**src/rtl/rob_pkg.sv**
```systemverilog
// Shared encodings for the reorder buffer.
// Assumes: interrupt type codes are decoded by the interrupt controller.
package rob_pkg;
    typedef enum logic [1:0] {
        IRQ_CONTINUE = 2'b00,
        IRQ_REPEAT   = 2'b01,
        IRQ_ABORT    = 2'b10
    } irq_kind_e;
endpackage

```
**src/rtl/rob_ptr_ctrl.sv**
```systemverilog
// Head/tail/occupancy bookkeeping for the circular buffer.
// Assumes DEPTH is a power of two so pointers wrap naturally.
module rob_ptr_ctrl #(
    parameter int DEPTH = 8,
    localparam int TAG_W = $clog2(DEPTH),
    localparam int CNT_W = TAG_W + 1
) (
    input  logic             clk,
    input  logic             rst_n,
    input  logic             alloc_req,
    input  logic             retire,
    input  logic             flush,
    output logic             alloc,
    output logic             full,
    output logic [TAG_W-1:0] head,
    output logic [TAG_W-1:0] tail,
    output logic [CNT_W-1:0] count
);
    assign full  = (count == CNT_W'(DEPTH));
    assign alloc = alloc_req && !full && !flush;

    // Advance pointers; a flush pulls the tail back to the head and empties.
    always_ff @(posedge clk) begin
        if (!rst_n) begin
            head  <= '0;
            tail  <= '0;
            count <= '0;
        end else if (flush) begin
            tail  <= head;
            count <= '0;
        end else begin
            if (retire) head <= head + TAG_W'(1);
            if (alloc)  tail <= tail + TAG_W'(1);
            count <= count + CNT_W'(alloc) - CNT_W'(retire);
        end
    end
endmodule

```
**src/rtl/rob_entry_store.sv**
```systemverilog
// Slot storage: each slot keeps busy/valid state, destination, result, flags.
// Assumes at most one allocation, one completion and one retirement per cycle.
module rob_entry_store #(
    parameter int DEPTH  = 8,
    parameter int DATA_W = 64,
    parameter int ADDR_W = 4,
    parameter int FLAG_W = 4,
    localparam int TAG_W = $clog2(DEPTH)
) (
    input  logic              clk,
    input  logic              rst_n,
    input  logic              alloc,
    input  logic [TAG_W-1:0]  tail,
    input  logic              alloc_has_dest,
    input  logic [ADDR_W-1:0] alloc_dest,
    input  logic              cpl_valid,
    input  logic [TAG_W-1:0]  cpl_tag,
    input  logic [DATA_W-1:0] cpl_data,
    input  logic [FLAG_W-1:0] cpl_flags,
    input  logic              retire,
    input  logic              flush,
    input  logic [TAG_W-1:0]  head,
    input  logic [TAG_W-1:0]  rd_tag_a,
    input  logic [TAG_W-1:0]  rd_tag_b,
    output logic              head_vld,
    output logic              head_has_dest,
    output logic [ADDR_W-1:0] head_dest,
    output logic [DATA_W-1:0] head_data,
    output logic [FLAG_W-1:0] head_flags,
    output logic              rd_vld_a,
    output logic [DATA_W-1:0] rd_data_a,
    output logic              rd_vld_b,
    output logic [DATA_W-1:0] rd_data_b
);
    logic [DEPTH-1:0]  vld_v;
    logic [DEPTH-1:0]  hasd_v;
    logic [ADDR_W-1:0] dest_a  [DEPTH];
    logic [DATA_W-1:0] data_a  [DEPTH];
    logic [FLAG_W-1:0] flags_a [DEPTH];

    for (genvar i = 0; i < DEPTH; i++) begin : g_slot
        logic              busy_q;
        logic              vld_q;
        logic              hasd_q;
        logic [ADDR_W-1:0] dest_q;
        logic [DATA_W-1:0] data_q;
        logic [FLAG_W-1:0] flags_q;

        // Slot lifecycle: claim at issue, fill at completion, free at retire/flush.
        always_ff @(posedge clk) begin
            if (!rst_n) begin
                busy_q  <= 1'b0;
                vld_q   <= 1'b0;
                hasd_q  <= 1'b0;
                dest_q  <= '0;
                data_q  <= '0;
                flags_q <= '0;
            end else if (flush) begin
                busy_q <= 1'b0;
                vld_q  <= 1'b0;
            end else begin
                if (alloc && tail == TAG_W'(i)) begin
                    busy_q <= 1'b1;
                    vld_q  <= 1'b0;
                    hasd_q <= alloc_has_dest;
                    dest_q <= alloc_dest;
                end
                if (cpl_valid && cpl_tag == TAG_W'(i) && busy_q) begin
                    vld_q   <= 1'b1;
                    data_q  <= cpl_data;
                    flags_q <= cpl_flags;
                end
                if (retire && head == TAG_W'(i)) begin
                    busy_q <= 1'b0;
                    vld_q  <= 1'b0;
                end
            end
        end

        assign vld_v[i]   = vld_q;
        assign hasd_v[i]  = hasd_q;
        assign dest_a[i]  = dest_q;
        assign data_a[i]  = data_q;
        assign flags_a[i] = flags_q;
    end

    assign head_vld      = vld_v[head];
    assign head_has_dest = hasd_v[head];
    assign head_dest     = dest_a[head];
    assign head_data     = data_a[head];
    assign head_flags    = flags_a[head];

    assign rd_vld_a  = vld_v[rd_tag_a];
    assign rd_data_a = data_a[rd_tag_a];
    assign rd_vld_b  = vld_v[rd_tag_b];
    assign rd_data_b = data_a[rd_tag_b];
endmodule

```
**src/rtl/rob_commit_logic.sv**
```systemverilog
// Head commit decision: masks flags, picks the interrupt type by flag priority,
// and chooses between plain commit, commit-with-interrupt and flush.
// Assumes KIND_MAP holds 2 bits per flag, flag 0 in the lowest pair.
module rob_commit_logic #(
    parameter int                  DATA_W     = 64,
    parameter int                  ADDR_W     = 4,
    parameter int                  FLAG_W     = 4,
    parameter logic [2*FLAG_W-1:0] KIND_MAP   = 8'b0000_0110,
    parameter logic [FLAG_W-1:0]   FORCE_MASK = 4'b0001
) (
    input  logic              head_vld,
    input  logic              head_has_dest,
    input  logic [ADDR_W-1:0] head_dest,
    input  logic [DATA_W-1:0] head_data,
    input  logic [FLAG_W-1:0] head_flags,
    input  logic [FLAG_W-1:0] sr_mask,
    output logic              retire,
    output logic              flush,
    output logic              rf_we,
    output logic [ADDR_W-1:0] rf_addr,
    output logic [DATA_W-1:0] rf_data,
    output logic              irq_valid,
    output logic [1:0]        irq_kind,
    output logic [FLAG_W-1:0] irq_flags
);
    import rob_pkg::*;

    logic [FLAG_W-1:0] enabled;
    logic [1:0]        sel_kind;
    logic              found;

    // Gate flags and find the lowest-numbered enabled one.
    always_comb begin
        enabled  = head_flags & (sr_mask | FORCE_MASK);
        sel_kind = IRQ_CONTINUE;
        found    = 1'b0;
        for (int k = 0; k < FLAG_W; k++) begin
            if (!found && enabled[k]) begin
                sel_kind = KIND_MAP[2*k +: 2];
                found    = 1'b1;
            end
        end
    end

    // Resolve the head's fate this cycle.
    always_comb begin
        irq_valid = head_vld && found;
        flush     = irq_valid && (sel_kind != IRQ_CONTINUE);
        retire    = head_vld && !flush;
        rf_we     = retire && head_has_dest;
        rf_addr   = head_dest;
        rf_data   = head_data;
        irq_kind  = irq_valid ? sel_kind : IRQ_CONTINUE;
        irq_flags = irq_valid ? enabled : '0;
    end
endmodule

```
**src/rtl/rob_precise_commit.sv**
```systemverilog
// Reorder buffer top: allocation at the tail, tagged completion, two operand
// read ports, and in-order commit with masked exception checking at the head.
// Assumes the register file and interrupt handler sit outside this block.
module rob_precise_commit #(
    parameter int                  DEPTH      = 8,
    parameter int                  DATA_W     = 64,
    parameter int                  ADDR_W     = 4,
    parameter int                  FLAG_W     = 4,
    parameter logic [2*FLAG_W-1:0] KIND_MAP   = 8'b0000_0110,
    parameter logic [FLAG_W-1:0]   FORCE_MASK = 4'b0001,
    localparam int TAG_W = $clog2(DEPTH),
    localparam int CNT_W = TAG_W + 1
) (
    input  logic              clk,
    input  logic              rst_n,
    input  logic              issue_valid,
    input  logic              issue_has_dest,
    input  logic [ADDR_W-1:0] issue_dest,
    output logic              issue_ready,
    output logic [TAG_W-1:0]  issue_tag,
    input  logic              cpl_valid,
    input  logic [TAG_W-1:0]  cpl_tag,
    input  logic [DATA_W-1:0] cpl_data,
    input  logic [FLAG_W-1:0] cpl_flags,
    input  logic [FLAG_W-1:0] sr_mask,
    input  logic [TAG_W-1:0]  rd_tag_a,
    output logic              rd_valid_a,
    output logic [DATA_W-1:0] rd_data_a,
    input  logic [TAG_W-1:0]  rd_tag_b,
    output logic              rd_valid_b,
    output logic [DATA_W-1:0] rd_data_b,
    output logic              rf_we,
    output logic [ADDR_W-1:0] rf_addr,
    output logic [DATA_W-1:0] rf_data,
    output logic              irq_valid,
    output logic [1:0]        irq_kind,
    output logic [FLAG_W-1:0] irq_flags,
    output logic              flush
);
    logic              alloc_w;
    logic              full_w;
    logic              retire_w;
    logic [TAG_W-1:0]  head_w;
    logic [TAG_W-1:0]  tail_w;
    logic [CNT_W-1:0]  occ;
    logic              head_vld;
    logic              head_hasd;
    logic [ADDR_W-1:0] head_dest;
    logic [DATA_W-1:0] head_data;
    logic [FLAG_W-1:0] head_flags;

    assign issue_ready = !full_w && !flush;
    assign issue_tag   = tail_w;

    rob_ptr_ctrl #(.DEPTH(DEPTH)) u_ptr (
        .clk       (clk),
        .rst_n     (rst_n),
        .alloc_req (issue_valid),
        .retire    (retire_w),
        .flush     (flush),
        .alloc     (alloc_w),
        .full      (full_w),
        .head      (head_w),
        .tail      (tail_w),
        .count     (occ)
    );

    rob_entry_store #(
        .DEPTH(DEPTH), .DATA_W(DATA_W), .ADDR_W(ADDR_W), .FLAG_W(FLAG_W)
    ) u_store (
        .clk            (clk),
        .rst_n          (rst_n),
        .alloc          (alloc_w),
        .tail           (tail_w),
        .alloc_has_dest (issue_has_dest),
        .alloc_dest     (issue_dest),
        .cpl_valid      (cpl_valid),
        .cpl_tag        (cpl_tag),
        .cpl_data       (cpl_data),
        .cpl_flags      (cpl_flags),
        .retire         (retire_w),
        .flush          (flush),
        .head           (head_w),
        .rd_tag_a       (rd_tag_a),
        .rd_tag_b       (rd_tag_b),
        .head_vld       (head_vld),
        .head_has_dest  (head_hasd),
        .head_dest      (head_dest),
        .head_data      (head_data),
        .head_flags     (head_flags),
        .rd_vld_a       (rd_valid_a),
        .rd_data_a      (rd_data_a),
        .rd_vld_b       (rd_valid_b),
        .rd_data_b      (rd_data_b)
    );

    rob_commit_logic #(
        .DATA_W(DATA_W), .ADDR_W(ADDR_W), .FLAG_W(FLAG_W),
        .KIND_MAP(KIND_MAP), .FORCE_MASK(FORCE_MASK)
    ) u_commit (
        .head_vld      (head_vld),
        .head_has_dest (head_hasd),
        .head_dest     (head_dest),
        .head_data     (head_data),
        .head_flags    (head_flags),
        .sr_mask       (sr_mask),
        .retire        (retire_w),
        .flush         (flush),
        .rf_we         (rf_we),
        .rf_addr       (rf_addr),
        .rf_data       (rf_data),
        .irq_valid     (irq_valid),
        .irq_kind      (irq_kind),
        .irq_flags     (irq_flags)
    );
endmodule

```
**config.mk**
```make
export PLATFORM = sky130hd
export DESIGN_NAME = rob_precise_commit
export DESIGN_NICKNAME = d
export VERILOG_FILES = /design/src/rtl/rob_pkg.sv /design/src/rtl/rob_ptr_ctrl.sv /design/src/rtl/rob_entry_store.sv /design/src/rtl/rob_commit_logic.sv /design/src/rtl/rob_precise_commit.sv
export SDC_FILE = /design/constraint.sdc
export NUM_CORES = 2
export LEC_CHECK = 0
export BUFFER_PORTS_ARGS = -buffer_cell sky130_fd_sc_hd__buf_2
export CAP_MARGIN = 40
export CELL_PAD_IN_SITES_DETAIL_PLACEMENT = 2
export CELL_PAD_IN_SITES_GLOBAL_PLACEMENT = 2
export CORE_UTILIZATION = 39
export DETAILED_ROUTE_END_ITERATION = 7
export PLACE_DENSITY_LB_ADDON = 0.1
export REMOVE_ABC_BUFFERS = 1
export SLEW_MARGIN = 10
export SYNTH_ARGS = -nofsm -noshare
export SYNTH_HDL_FRONTEND = slang
export SYNTH_SLANG_ARGS = --single-unit
export TNS_END_PERCENT = 5
```
**constraint.sdc**
```tcl
create_clock -name clk -period 4.4 [get_ports clk]
set_input_delay 0.44 -clock clk [delete_from_list [all_inputs] [get_ports clk]]
set_output_delay 0.44 -clock clk [all_outputs]
set_load 0.05 [all_outputs]
```
==> metrics.md <==
| Metric | Value |
|---|---|
| Status | finished clean |
| FILL cells | 8452 |
| DRC Markers | 0 |
| Global-route wire length before repair | 188000 um |
| Synth area leaders | dfxtp_1, mux4_2, nand3_1, o21ai_0, mux2_2 |
| Count leader, synth | dfxtp_1 |
| Final Util | 45.6% |
| Distinct cells, synth | 45 |
| Cell count after synthesis | 3140 |
| Final HPWL DP | 75300 um |
| Main synth FF type | dfxtp_1 |
| Worst path slowest cell | buf_4 |
| GR Overflow Total | 0 |
| GPL Wtd Cong | 0.769 |
| Tmin final | 3.79 ns |
| Clock tree from TritonCTS | yes |
| Pwr Density | 338 nW/um2 |
| # clock sinks | 610 |
| Relative slew slack | 36.1% |
| Hold Startpoint | issue_dest[3] |
| Worst Path Class, Setup | flip-flop to output port |
| Worst Path Buf+Inv | 2 |
| Total chip power | 12.7 mW |
| Comb pwr share | 8.7% |
| Vias/cell | 6.29 |
| Crit Path Max Fanout | 46 |
| Synth cell count leaders | dfxtp_1, nand3_1, o21ai_0, mux4_2, nand2_1 |
| Met1 Wirelength | 51500 um |
| MaxCap Viol Count | 0 |
| Nets | 3376 |
| Number of enable flip-flop cells after synthesis | 0 |
| Total GRT Usage | 28.9% |
| Dpl cell area | 35200 um2 |
| Non-Filler Instances | 4386 |
| Worst Tran Pin Value | 0.959 ns |
| Clock share of power | 47.0% |
| Die Area | 84700 um2 |
| Worst slack at placement | 0.855 ns |
| Wire length on met2 | 62300 um |
| Seq pwr share | 44.3% |
| #FFs+latches synth | 610 |
| Htree depth | 3 |
| Sw Share | 26.1% |
| Synth warn | 0 |
| Hold Crit Depth | 3 |
| Placed cell count | 4263 |
| CTS Hold Bufs | 0 |
| Sequential area share after synthesis | 37.5% |
| Setup crit end kind | output port |
| Vias | 27600 |
| Num CTS Buffers | 73 |
| R2r worst-path depth | 13 |
| Mean post-synth cell area | 10.4 um2 |
| Pint | 9.39 mW |
| Share of the synthesized area in the top cell type | 37.5% |
| RSZ-0062 raised after global routing | false |
| Sum Neg Setup Slack | 0 ns |
| Async S/R FF share, synth | 0% |
| Cells along the critical path | buf_4 -> mux4_2 -> nand2_1 -> nand2_1 -> nand2_1 -> a31oi_1 -> buf_2 |
| Worst setup SP type | flip-flop |
| Synth area leader | dfxtp_1 |
| Initial Util | 39.6% |
| Met3 wire len | 5000 um |
| Sw Pwr | 3.31 mW |
| Standard-cell rows | 105 |
| Setup violations, final | 0 |
| Family with the most delay on the worst path | buffers and inverters |
| Largest net degree at the start of global routing | 137 |
| TritonRoute pass-1 iters | 5 |
| Final WS setup | 0.612 ns |
| Worst-Skew Late Latency | 0.63 ns |
| Final hold vios | 0 |
| Worst Path Required | 3.96 ns |
| Slew Limit Fails | 0 |
| Hold Slack | 0.145 ns |
| CP Data Arrival Time | 3.35 ns |
| Worst vdd ir | 0.291 mV |
| Fmax | 264 MHz |
| DRT iter0 DRCs | 1385 |
| Max layer used | met5 |
| Post-CTS sizing | 0 |
| Drt wl/cell | 27.9 um |
| Vias in the first global route | 30500 |
| Root buf cell | clkbuf_16 |
| Final wirelength | 122000 um |
| Leak pwr | 13.8 nW |
| I/O pin total | 301 |
| Hold-critical path endpoint | u_store.g_slot[7].dest_q[3] |
| Synth Cell Area | 32600 um2 |
| Layout cell share with drive strength beyond 1 | 32.3% |
| Reg2Reg Setup Slack | 0.88 ns |
| CTS max path bufs | 3 |
| Hold Path Class | input pin to flip-flop |
| Reg2reg end | u_ptr.count[3] |
| Most frequent CP cell | nand2_1 |
| Clk slew on worst S/H paths | 0.06 ns |
| FF-to-FF Start | u_ptr.head[1] |
| Setup Fix Bufs, Post-CTS | 0 |
| Final Cycle Share | 86.1% |
| Remaining antenna violation count | 0 |
| Area grow syn2layout | 15.2% |
| Port bufs | 299 |
| CP peak stage delay | 0.78 ns |
| Die Height | 291 um |
| Initial antenna violation count | 5 |
| Core area | 82400 um2 |
| Clk_skew | 0.0249 ns |
| Post-route cell area | 37500 um2 |
| Die X | 291 um |
==> worst max-delay path by stage <==
stage | start | end | slack, ns | cells after the start
after CTS | u_ptr.head[1] | irq_valid | 0.55 | 7
after global routing | u_ptr.head[1] | irq_valid | 0.48 | 7
after global placement | u_ptr.head[1] | u_ptr.count[3] | 0.90 | 13
after floorplan | u_ptr.head[0] | u_store.g_slot[2].data_q[63] | -5.68 | 4
final | u_ptr.head[1] | irq_valid | 0.61 | 7
after detailed placement | u_ptr.head[1] | u_ptr.count[3] | 0.85 | 13
==> sequential cells by signal, indices dropped and copies added (netlist names), 4 cells and up <==
| register | flops |
|---|---|
| u_store.g_slot.busy_q | 8 |
| u_store.g_slot.data_q | 512 |
| u_store.g_slot.hasd_q | 8 |
| u_store.g_slot.dest_q | 32 |
| u_store.g_slot.vld_q | 8 |
| u_store.g_slot.flags_q | 32 |
| u_ptr.count | 4 |
==> layout make-up <==
| cell class | instances | area [um2] | area share (%) |
|---|---|---|---|
| Clock buffer | 104 | 2140 | 5.71 |
| Sequential cell | 610 | 12200 | 32.6 |
| Inverter | 13 | 51.3 | 0.137 |
| Clock inverter | 17 | 159 | 0.423 |
| Multi-Input combinational cell | 2173 | 18900 | 50.4 |
| Antenna cell | 2 | 5.00 | 0.0133 |
| Timing Repair Buffer | 397 | 2680 | 7.15 |
| Tap cell | 1070 | 1340 | 3.57 |
==> power groups by stage <==
| stage | Clock, mW | Sequential [mW] | Combinational [mW] |
|---|---|---|---|
| 2_1_floorplan | 0 | 5.77 | 0.470 |
| 3_3_place_gp | 0 | 5.74 | 1.07 |
| 3_5_place_dp | 0 | 5.75 | 1.11 |
| 4_1_cts | 6.10 | 5.63 | 1.11 |
| 5_1_grt | 6.29 | 5.63 | 1.18 |
| 6_report | 5.97 | 5.63 | 1.10 |
==> per-layer routing <==
layer / vias up / track usage (%)
met4: 4 / 9.10
met1: 14600 / 36.2
met3: 208 / 4.27
met2: 620 / 51.0
met5: - / 0
li1: 12200 / -
==> tightest hold or removal path, delay by kind of cell <==
family                 cells  cell delay, ns
AND/OR/NAND/NOR            1            0.08
buffers and inverters      1            0.16
AO/OA/AOI/OAI              1            0.05
==> cells in the final DEF (no fill, tap or decap), drive strengths merged, types with 8 or more instances in the layout <==
master  instances
a221o           8
a221oi         16
buf           395
clkbuf        106
clkinv         11
dfxtp         610
ha             17
inv            18
mux2          134
mux4          407
nand2         333
nand3         592
nor2           17
o21ai         592
==> cells by family (layout without fill, tap and decap cells) <==
family | count (synthesis) | after routing | synth area share, %
fa+ha+maj | 18 | 18 | 0.714
xor+xnor | 3 | 3 | 0.0807
flops | 610 | 610 | 37.5
other cells | 0 | 2 | 0
buf+inv | 357 | 531 | 4.69
mux | 545 | 545 | 32.9
simple gates | 970 | 970 | 13.7
compound gates | 637 | 637 | 10.4
No activity file was read; power rests on OpenSTA's default activity.
